===== src/rtl/adc_emu_pkg.sv =====
package adc_emu_pkg;

  // Strobes from control to datapath; at most one is active per cycle.
  typedef struct packed {
    logic load;   // capture a new word, line low
    logic shift;  // present next bit on the line
    logic idle;   // return the line high
  } ctlStrobe_t;

  typedef enum logic [1:0] {
    ST_IDLE  = 2'd0,
    ST_READY = 2'd1,
    ST_SHIFT = 2'd2
  } emuState_t;

endpackage


===== src/rtl/adc_emu_timebase.sv =====
module adc_emu_timebase #(
  parameter int unsigned CLK_HZ     = 1_000_000,
  parameter int unsigned FAST_X10   = 167,
  parameter int unsigned SLOW_X10   = 100,
  parameter int unsigned POWERUP_US = 1000,
  parameter int unsigned RELEASE_US = 1000
) (
  input  logic clk,
  input  logic pdRstN,
  input  logic slowFilter,
  output logic convTick,
  output logic leadTick,
  output logic powered
);

  localparam longint FAST_L = (longint'(CLK_HZ) * 10) / longint'(FAST_X10);
  localparam longint SLOW_L = (longint'(CLK_HZ) * 10) / longint'(SLOW_X10);
  localparam longint PU_L   = (longint'(CLK_HZ) * longint'(POWERUP_US)) / 1000000;
  localparam longint LEAD_L = (longint'(CLK_HZ) * longint'(RELEASE_US)) / 1000000;
  localparam int FAST_CYC = int'(FAST_L);
  localparam int SLOW_CYC = int'(SLOW_L);
  localparam int PU_CYC   = (PU_L < 1) ? 1 : int'(PU_L);
  localparam int LEAD_CYC = int'(LEAD_L);
  localparam int MAX_CYC  = (SLOW_CYC > FAST_CYC) ? SLOW_CYC : FAST_CYC;
  localparam int CNT_W    = $clog2(MAX_CYC + 1);
  localparam int PU_W     = $clog2(PU_CYC + 1);

  logic [CNT_W-1:0] rateCnt;
  logic [PU_W-1:0]  puCnt;
  logic [CNT_W-1:0] periodLast;
  logic [CNT_W-1:0] leadPoint;

  assign periodLast = slowFilter ? CNT_W'(SLOW_CYC - 1) : CNT_W'(FAST_CYC - 1);
  assign leadPoint  = slowFilter ? CNT_W'(SLOW_CYC - 1 - LEAD_CYC)
                                 : CNT_W'(FAST_CYC - 1 - LEAD_CYC);

  assign powered  = (puCnt == PU_W'(PU_CYC));
  assign convTick = powered && (rateCnt >= periodLast);
  assign leadTick = powered && (rateCnt == leadPoint);

  always_ff @(posedge clk or negedge pdRstN) begin
    if (!pdRstN) begin
      puCnt   <= '0;
      rateCnt <= '0;
    end else if (!powered) begin
      puCnt <= puCnt + PU_W'(1);
    end else if (convTick) begin
      rateCnt <= '0;
    end else begin
      rateCnt <= rateCnt + CNT_W'(1);
    end
  end

  AST_TICK_SPACED: assert property (@(posedge clk) disable iff (!pdRstN)
    convTick |=> !convTick);

  AST_LEAD_APART: assert property (@(posedge clk) disable iff (!pdRstN)
    leadTick |-> !convTick);

endmodule


===== src/rtl/adc_emu_ctrl.sv =====
module adc_emu_ctrl
  import adc_emu_pkg::*;
(
  input  logic       clk,
  input  logic       pdRstN,
  input  logic       sclk,
  input  logic       convTick,
  input  logic       leadTick,
  input  logic       wordDone,
  output ctlStrobe_t strobe,
  output logic       waiting,
  output logic       oeOut
);

  logic      sclkMeta;
  logic      sclkSync;
  logic      sclkFall;
  logic      sclkRise;
  emuState_t state;
  emuState_t stateNext;

  // Two-flop synchronizer; SCLK idles high.
  always_ff @(posedge clk or negedge pdRstN) begin
    if (!pdRstN) begin
      sclkMeta <= 1'b1;
      sclkSync <= 1'b1;
    end else begin
      sclkMeta <= sclk;
      sclkSync <= sclkMeta;
    end
  end

  assign sclkFall = sclkSync & ~sclkMeta;
  assign sclkRise = ~sclkSync & sclkMeta;

  always_comb begin
    strobe    = '0;
    stateNext = state;
    case (state)
      ST_IDLE: begin
        if (convTick) begin
          strobe.load = 1'b1;
          stateNext   = ST_READY;
        end
      end
      ST_READY: begin
        if (convTick) begin
          strobe.load = 1'b1;
        end else if (leadTick) begin
          strobe.idle = 1'b1;
          stateNext   = ST_IDLE;
        end else if (sclkFall) begin
          strobe.shift = 1'b1;
          stateNext    = ST_SHIFT;
        end
      end
      ST_SHIFT: begin
        if (convTick) begin
          strobe.load = 1'b1;
          stateNext   = ST_READY;
        end else if (sclkFall && !wordDone) begin
          strobe.shift = 1'b1;
        end else if (sclkRise && wordDone) begin
          strobe.idle = 1'b1;
          stateNext   = ST_IDLE;
        end
      end
      default: stateNext = ST_IDLE;
    endcase
  end

  always_ff @(posedge clk or negedge pdRstN) begin
    if (!pdRstN) begin
      state <= ST_IDLE;
      oeOut <= 1'b0;
    end else begin
      state <= stateNext;
      oeOut <= 1'b1;
    end
  end

  assign waiting = (state == ST_READY);

  AST_ONE_STROBE: assert property (@(posedge clk) disable iff (!pdRstN)
    $onehot0({strobe.load, strobe.shift, strobe.idle}));

  AST_CONV_WINS: assert property (@(posedge clk) disable iff (!pdRstN)
    convTick |-> strobe.load);

  AST_IDLE_DEAF: assert property (@(posedge clk) disable iff (!pdRstN)
    (state == ST_IDLE) |-> !strobe.shift);

endmodule


===== src/rtl/adc_emu_datapath.sv =====
module adc_emu_datapath
  import adc_emu_pkg::*;
#(
  parameter int unsigned DATA_W   = 24,
  parameter int unsigned STATUS_W = 8
) (
  input  logic                clk,
  input  logic                pdRstN,
  input  ctlStrobe_t          strobe,
  input  logic [DATA_W-1:0]   convData,
  input  logic [STATUS_W-1:0] convStatus,
  output logic                lineOut,
  output logic                wordDone
);

  localparam int WORD_W = DATA_W + STATUS_W;
  localparam int BC_W   = $clog2(WORD_W + 1);

  logic [WORD_W-1:0] shiftReg;
  logic [BC_W-1:0]   bitCnt;
  logic              lineQ;

  always_ff @(posedge clk or negedge pdRstN) begin
    if (!pdRstN) begin
      shiftReg <= '0;
      bitCnt   <= '0;
      lineQ    <= 1'b1;
    end else if (strobe.load) begin
      shiftReg <= {convData, convStatus};
      bitCnt   <= '0;
      lineQ    <= 1'b0;
    end else if (strobe.shift) begin
      lineQ    <= shiftReg[WORD_W-1];
      shiftReg <= {shiftReg[WORD_W-2:0], 1'b0};
      bitCnt   <= bitCnt + BC_W'(1);
    end else if (strobe.idle) begin
      lineQ <= 1'b1;
    end
  end

  assign lineOut  = lineQ;
  assign wordDone = (bitCnt == BC_W'(WORD_W));

  AST_BITS_BOUNDED: assert property (@(posedge clk) disable iff (!pdRstN)
    bitCnt <= BC_W'(WORD_W));

  AST_NO_OVERSHIFT: assert property (@(posedge clk) disable iff (!pdRstN)
    strobe.shift |-> !wordDone);

endmodule


===== src/rtl/shared_pin_adc_emu.sv =====
module shared_pin_adc_emu
  import adc_emu_pkg::*;
#(
  parameter int unsigned CLK_HZ     = 1_000_000,
  parameter int unsigned FAST_X10   = 167,
  parameter int unsigned SLOW_X10   = 100,
  parameter int unsigned POWERUP_US = 1000,
  parameter int unsigned RELEASE_US = 1000,
  parameter int unsigned DATA_W     = 24,
  parameter int unsigned STATUS_W   = 8
) (
  input  logic                clk,
  input  logic                pdRstN,
  input  logic                slowFilter,
  input  logic                sclk,
  input  logic [DATA_W-1:0]   convData,
  input  logic [STATUS_W-1:0] convStatus,
  output logic                sdoOut,
  output logic                sdoOe
);

  logic       convTick;
  logic       leadTick;
  logic       powered;
  logic       wordDone;
  logic       waiting;
  ctlStrobe_t strobe;

  adc_emu_timebase #(
    .CLK_HZ    (CLK_HZ),
    .FAST_X10  (FAST_X10),
    .SLOW_X10  (SLOW_X10),
    .POWERUP_US(POWERUP_US),
    .RELEASE_US(RELEASE_US)
  ) timebase_i (
    .clk       (clk),
    .pdRstN    (pdRstN),
    .slowFilter(slowFilter),
    .convTick  (convTick),
    .leadTick  (leadTick),
    .powered   (powered)
  );

  adc_emu_ctrl ctrl_i (
    .clk     (clk),
    .pdRstN  (pdRstN),
    .sclk    (sclk),
    .convTick(convTick),
    .leadTick(leadTick),
    .wordDone(wordDone),
    .strobe  (strobe),
    .waiting (waiting),
    .oeOut   (sdoOe)
  );

  adc_emu_datapath #(
    .DATA_W  (DATA_W),
    .STATUS_W(STATUS_W)
  ) datapath_i (
    .clk       (clk),
    .pdRstN    (pdRstN),
    .strobe    (strobe),
    .convData  (convData),
    .convStatus(convStatus),
    .lineOut   (sdoOut),
    .wordDone  (wordDone)
  );

  AST_DRIVEN_AFTER_RESET: assert property (@(posedge clk) disable iff (!pdRstN)
    1'b1 |=> sdoOe);

  AST_QUIET_UNTIL_POWERED: assert property (@(posedge clk) disable iff (!pdRstN)
    !powered |-> sdoOut);

  AST_READY_LOW: assert property (@(posedge clk) disable iff (!pdRstN)
    convTick |=> !sdoOut);

  AST_UNREAD_RELEASE: assert property (@(posedge clk) disable iff (!pdRstN)
    (leadTick && waiting && !convTick) |=> sdoOut);

endmodule


===== config.mk =====
export PLATFORM = sky130hd
export DESIGN_NAME = shared_pin_adc_emu
export DESIGN_NICKNAME = d
export VERILOG_FILES = /design/src/rtl/adc_emu_pkg.sv /design/src/rtl/adc_emu_timebase.sv /design/src/rtl/adc_emu_ctrl.sv /design/src/rtl/adc_emu_datapath.sv /design/src/rtl/shared_pin_adc_emu.sv
export SDC_FILE = /design/constraint.sdc
export NUM_CORES = 1
export LEC_CHECK = 0
export CAP_MARGIN = 30
export CELL_PAD_IN_SITES_DETAIL_PLACEMENT = 0
export CELL_PAD_IN_SITES_GLOBAL_PLACEMENT = 1
export CORE_MARGIN = 2
export CORE_UTILIZATION = 46
export CTS_BUF_LIST = sky130_fd_sc_hd__clkbuf_2
export DETAILED_ROUTE_END_ITERATION = 8
export PLACE_DENSITY_LB_ADDON = 0.1
export SLEW_MARGIN = 20
export SYNTH_ARGS = -nofsm -noshare
export SYNTH_HDL_FRONTEND = slang
export SYNTH_SLANG_ARGS = --single-unit

===== constraint.sdc =====
create_clock -name clk -period 3.5 [get_ports clk]
set_clock_uncertainty 0.2 [all_clocks]
set_input_delay 0.35 -clock clk [delete_from_list [all_inputs] [get_ports clk]]
set_output_delay 0.35 -clock clk [all_outputs]
set_load 0.01 [all_outputs]

==> results of run 1 <==
==> registers in the layout, summed over array words and instances (netlist names) <==
| signal | count |
|---|---|
| timebase_i.puCnt | 10 |
| datapath_i.lineOut | 1 |
| datapath_i.shiftReg | 32 |
| ctrl_i.sclkMeta | 1 |
| ctrl_i.oeOut | 1 |
| datapath_i.bitCnt | 6 |
| ctrl_i.sclkSync | 1 |
| timebase_i.rateCnt | 17 |
| ctrl_i.state | 2 |
==> kinds of logic after synthesis <==
family / after synthesis / share of synthesized area
simple gates: 132 / 0.161
other cells: 1 / 0.000947
xor+xnor: 18 / 0.0398
fa+ha+maj: 20 / 0.0632
mux: 7 / 0.0183
flops: 71 / 0.450
buf+inv: 58 / 0.0648
compound gates: 110 / 0.202
==> cells in the final DEF, fill, tap and decap left out, types with 10 or more instances in the layout <==
cell type | netlist | final
and3_1 | 10 | 10
o21ai_0 | 10 | 10
nand3_1 | 16 | 16
nand2_1 | 58 | 58
buf_4 | 3 | 15
clkdlybuf4s50_1 | 0 | 36
nor2_1 | 17 | 17
inv_1 | 40 | 40
dfrtp_1 | 68 | 68
o211ai_1 | 61 | 61
clkbuf_2 | 0 | 10
ha_1 | 20 | 20
xor2_1 | 12 | 12
==> cell type report <==
type                    count  area [um^2]  area share
clock buffers              10         50.0      0.0105
inverters                  40          150      0.0315
clock inverters             6          133      0.0278
flip-flops and latches     71         1780       0.373
repair buffers             58          586       0.123
well taps                 105          131      0.0275
multi-input cells         288         1940       0.407
==> stage by stage <==
step | instances | setup WS [ns] | util | instance area [um^2] | hold WS [ns]
6_report | 578 | 0.467 | 0.575 | 4770 | 0.0844
5_1_grt | 578 | 0.338 | 0.575 | 4770 | 0.0849
4_1_cts | 577 | 0.477 | 0.572 | 4740 | 0.121
3_5_place_dp | 559 | -0.0206 | 0.547 | 4540 | 0.174
3_3_place_gp | 559 | 0.0415 | 0.547 | 4540 | 0.172
2_1_floorplan | 417 | 0.749 | - | 3960 | -0.146
==> worst min-delay path by stage <==
stage	to	slack (ns)
6_report	timebase_i.rateCnt[4]	0.08
5_1_grt	timebase_i.puCnt[6]	0.08
4_1_cts	datapath_i.shiftReg[15]	0.12
3_5_place_dp	ctrl_i.sclkSync	0.17
3_3_place_gp	ctrl_i.sclkSync	0.17
2_1_floorplan	ctrl_i.oeOut	-0.15
==> worst max-delay path, stage by stage (launching register included) <==
cell and delay [ns]:
dfrtp_1 0.50, ha_1 0.31, or3_1 0.36, or4_1 0.43
o31a_1 0.32, o211a_1 0.27, nand2_1 0.16, buf_4 0.23
o211ai_1 0.11
==> per-layer routing <==
layer	global-route usage	vias up	wire length, um
li1	-	1597	-
met1	0.271	1541	4280
met2	0.319	54	3930
met3	0.0520	16	351
met4	0.0563	0	125
met5	0	-	0
==> cell usage after synthesis (3+ instances only) <==
| cell type | count |
|---|---|
| xor2_1 | 12 |
| a31oi_1 | 3 |
| inv_1 | 40 |
| buf_4 | 3 |
| nor2b_1 | 4 |
| buf_2 | 4 |
| and3_1 | 10 |
| nand3_1 | 16 |
| a211oi_1 | 3 |
| nor3_1 | 9 |
| mux2i_1 | 5 |
| xnor2_1 | 6 |
| nand2_1 | 58 |
| buf_6 | 3 |
| dfstp_2 | 3 |
| a21oi_1 | 10 |
| nand4_1 | 3 |
| o31ai_1 | 5 |
| clkbuf_1 | 8 |
| o211ai_1 | 61 |
| dfrtp_1 | 68 |
| ha_1 | 20 |
| o21ai_1 | 3 |
| nor2_1 | 17 |
| o21ai_0 | 10 |
==> power groups by stage <==
stage          clock [mW]  sequential (mW)  combinational (mW)
2_1_floorplan           0            0.910               0.254
3_3_place_gp            0            0.914               0.388
3_5_place_dp            0            0.916               0.389
4_1_cts             0.712            0.902               0.394
5_1_grt             0.737            0.908               0.438
6_report            0.687            0.901               0.394
==> reports/summary.md, run 1 <==
* complete, no violations — outcome
* 0.455 — part of the power in registers
* 0 — number of buffers added for setup after CTS
* 0.281 — net switching fraction of the power
* 0.430 — fraction of post-synthesis cell area in the top cell type by area
* clkbuf_2 — clock root buffer master
* datapath_i.shiftReg[9] — last element of the critical path
* 417 — post-synthesis cell count
* 3 — H-tree levels
* flip-flop — category of the worst setup path launch point
* input pin to async pin — class of the most critical hold timing path
* 15500 um — wire length of the first global-routing pass
* 0 — number of synthesized flops with an enable pin
* 0.200 — GRT Util Overall
* 0.47 ns — worst reg2reg setup slack
* 71 — number of synthesized register bits
* flip-flop — type of element capturing the critical path
* 5850 um — post-DP HPWL
* 96.8 um — Die Y
* 37 — count of port buffers added during placement
* 3335 — vias in the first global route
* 3.23 ns — Worst Path Arrival
* 0.330 GHz — fmax
* 38 — number of placed I/O pins
* 0.000231 V — worst supply voltage drop on vdd
* 0 — total setup violations reported at the end of the flow
* 50 — Yosys cell types
* 0 — initial antenna violation count
* 1.00 — proportion of synthesized flip-flops having asynchronous set or reset
* 473 — synthesized net count
* 0.857 — Final Wtd Congestion
* 0.661 — relative max-transition margin
* 3960 um^2 — cell area after synthesis
* 96.8 um — Chip Width
* 0.506 ns — slew of the pin with the lowest slew margin
* 0.450 — sequential element share of the synthesized area
* 192 — Iteration-0 DRC Markers
* 9 — CTS buffer count
* 0.199 — relative contribution of combinational cells to total power
* 5.55 — post-DR vias/cell
* dfrtp_1 — Synth Flop Type
* 8 — count of cells along the worst register-to-register path
* 0.53 ns — source-to-sink clock delay at the later pin of the worst-skew pair
* flip-flop to flip-flop — critical path type
* 3208 — vias after detailed routing
* 9360 um^2 — overall die area
* timebase_i.rateCnt[3] — start point of the critical path
* 72 — largest net degree at the start of global routing
* timebase_i.rateCnt[3] — Worst R2R Start
* 9.49 um^2 — average cell area after synthesis
* 2 — number of buffers inserted for hold repair after clock tree synthesis
* 1.90 nW — standby leakage power
* 20.5% — Area Overhead vs Synth
* 0.557 mW — switching power
* 0 — Final Hold Vio Count
* 3.03 ns — final critical delay including setup and external delays
* 0 — Resized cells post-CTS
* 8690 um — final wirelength
* 1.98 mW — power consumption
* 15.0 um — mean routed wirelength per cell
* 0 — diodes inserted
* 0 ns — Setup TNS
* 0.347 — Clock power frac
* 740 — number of filler cells placed in the layout
* 0 — pins over their slew limit
* 0 — count of synthesis-stage warnings from yosys
* 0 — Post-route DRC
* 33 — number of standard-cell rows in the floorplan
* 4 — number of detailed-routing iterations run before antenna repair
* dfrtp_1, o211ai_1, ha_1, nand2_1, inv_1 — cells taking the most area after synthesis
* 0.101 — share of layout cells above drive strength 1
* 0.22 ns — Worst-path clk slew
* 8300 um^2 — Core Region
* 524 — final net count
* 2 — Clock Tree Buf Depth
* dfrtp_1 — largest area contributor in the netlist
* 0.477 — initial core utilization
* 415 nW/um^2 — pwr dens
* 0 — maxcap violations
* 1.42 mW — Int Power
* 0 — ANT nets after route
* 71 — CTS sink cnt
* 0.867 — final critical-path share of the clock period
* 15 — worst-path maximum fanout
* 3.70 ns — CP Data Required Time
* built — clock tree from TritonCTS
* no — RSZ-0062 raised after global routing
* datapath_i.shiftReg[9] — RR Endpoint
* 0 — sum of overflow across all layers after global routing
No activity file was read; power rests on OpenSTA's default activity.
==> run 2: changes to the inputs <==
- CAP_MARGIN: 30 -> 20
- HOLD_SLACK_MARGIN: default -> 0.03
==> reports/summary.md, run 2 (same netlist as run 1, synthesis figures left out) <==
* complete, no violations — outcome
* 0.0996 — share of layout cells above drive strength 1
* 0.865 — final critical-path share of the clock period
* 0 — diodes inserted
* 4 — number of detailed-routing iterations run before antenna repair
* 3335 — vias in the first global route
* 559 — placed insts
* 3.23 ns — Worst Path Arrival
* 96.8 um — Chip Width
* 5.59 — post-DR vias/cell
* 38 — number of placed I/O pins
* 5850 um — post-DP HPWL
* 3 — H-tree levels
* 577 — non-filler instance count after layout
* 3.03 ns — final critical delay including setup and external delays
* 0 — Resized cells post-CTS
* 0.49 ns — slowest cell delay on critical path
* 32 — max reg flops
* 0.200 — GRT Util Overall
* 0 — number of buffers added for setup after CTS
* dfrtp_1 — commonest non-fill, non-tap cell in the layout
* 72 — largest net degree at the start of global routing
* flip-flop — category of the worst setup path launch point
* 1 — number of buffers and inverters on the critical path
* -0.0206 ns — Post-Place Setup Slack
* 15.0 um — mean routed wirelength per cell
* 191 — Iteration-0 DRC Markers
* 0.53 ns — source-to-sink clock delay at the later pin of the worst-skew pair
* flip-flop — type of element capturing the critical path
* 0.000231 V — worst supply voltage drop on vdd
* simple AND/OR/NAND/NOR gates — kind of cell adding the most delay to the critical path
* 0 — pins over their slew limit
* 0.330 GHz — fmax
* 71 — CTS sink cnt
* input pin to flip-flop — class of the most critical hold timing path
* 417 nW/um^2 — pwr dens
* built — clock tree from TritonCTS
* 3227 — vias after detailed routing
* 2 — number of buffers inserted for hold repair after clock tree synthesis
* 19.8% — Area Overhead vs Synth
* 0 — sum of overflow across all layers after global routing
* dfrtp_1, o211ai_1, nand2_1 — commonest cells after routing, fill and taps aside
* 15 — worst-path maximum fanout
* 523 — final net count
* datapath_i.shiftReg x32, timebase_i.rateCnt x17, timebase_i.puCnt x10 — largest registers
* 33 — number of standard-cell rows in the floorplan
* 3.70 ns — CP Data Required Time
* 0 — total setup violations reported at the end of the flow
* dfrtp_1 — Critical-path top delay cell
* flip-flop to flip-flop — critical path type
* 0 — maxcap violations
* 9360 um^2 — overall die area
* 0.473 ns — post-layout worst setup margin
* no — RSZ-0062 raised after global routing
* 0.47 ns — worst reg2reg setup slack
* 0.572 — post-layout util
* 8300 um^2 — Core Region
* 0 — ANT nets after route
* 0.477 — initial core utilization
* 0 ns — Setup TNS
* 1.89 nW — standby leakage power
* 0 — initial antenna violation count
* 37 — count of port buffers added during placement
* 0 — Post-route DRC
* 15500 um — wire length of the first global-routing pass
* 0.905 ns — slew of the pin with the lowest slew margin
* 2 — Clock Tree Buf Depth
* ha_1 -> or3_1 -> or4_1 -> o31a_1 -> o211a_1 -> nand2_1 -> buf_4 -> o211ai_1 — sequence of cells on the critical path
* 0.22 ns — Worst-path clk slew
* 0 — Final Hold Vio Count
* clkbuf_2 — clock root buffer master
* datapath_i.shiftReg — largest reg by FF count
* 96.8 um — Die Y
* 0.857 — Final Wtd Congestion
* 8650 um — final wirelength
* 9 — CTS buffer count
* 0.396 — relative max-transition margin
## run 2: path summary, 6_finish.rpt
| path | start | end | cells after the start |
|---|---|---|---|
| worst min register to register | ctrl_i.sclkMeta | ctrl_i.sclkSync | 0 |
| max in group asynchronous | pdRstN | timebase_i.rateCnt[13] | 3 |
| min in group asynchronous | pdRstN | timebase_i.rateCnt[4] | 3 |
| worst max register to register | timebase_i.rateCnt[3] | datapath_i.shiftReg[9] | 8 |
| worst min-delay path | convData[7] | datapath_i.shiftReg[15] | 3 |
| worst max-delay path | timebase_i.rateCnt[3] | datapath_i.shiftReg[9] | 8 |
## run 2: where the power goes
part / total [mW] / internal [mW] / switching (mW)
Clock: 0.687 / 0.381 / 0.306
Combinational: 0.390 / 0.176 / 0.213
Sequential: 0.901 / 0.864 / 0.0366
Total: 1.98 / 1.42 / 0.556
## run 2: per-layer routing
layer / part of all wire / wire [um] / track usage
met1: 0.50 / 4300 / 0.271
met5: 0 / 0 / 0
met4: 0.013 / 115 / 0.0563
met2: 0.45 / 3860 / 0.319
met3: 0.043 / 370 / 0.0520
## run 2: worst register-to-register path, stage by stage, from the launching register on
cell	delay (ns)
dfrtp_1	0.49
ha_1	0.31
or3_1	0.36
or4_1	0.43
o31a_1	0.32
o211a_1	0.27
nand2_1	0.16
buf_4	0.24
o211ai_1	0.11
## run 2: final cells by class
type / count / area [um^2]
Sequential cell: 71 / 1780
Multi-Input combinational cell: 288 / 1940
Inverter: 40 / 150
Clock buffer: 10 / 50.0
Timing Repair Buffer: 57 / 558
Clock inverter: 6 / 133
Tap cell: 105 / 131
Fill cell: 744 / 3560
## run 2: stage by stage
step	hold WS [ns]	total power, mW	instance area (um^2)
3_3_place_gp	0.172	1.30	4540
2_1_floorplan	-0.146	1.16	3960
6_report	0.155	1.98	4740
3_5_place_dp	0.174	1.31	4540
4_1_cts	0.121	2.01	4740
5_1_grt	0.125	2.08	4740
==> run 3: changes to the inputs <==
- TNS_END_PERCENT: default -> 50
==> results of run 3 <==
Final layout, timing and power as in run 2 (identical DEF).
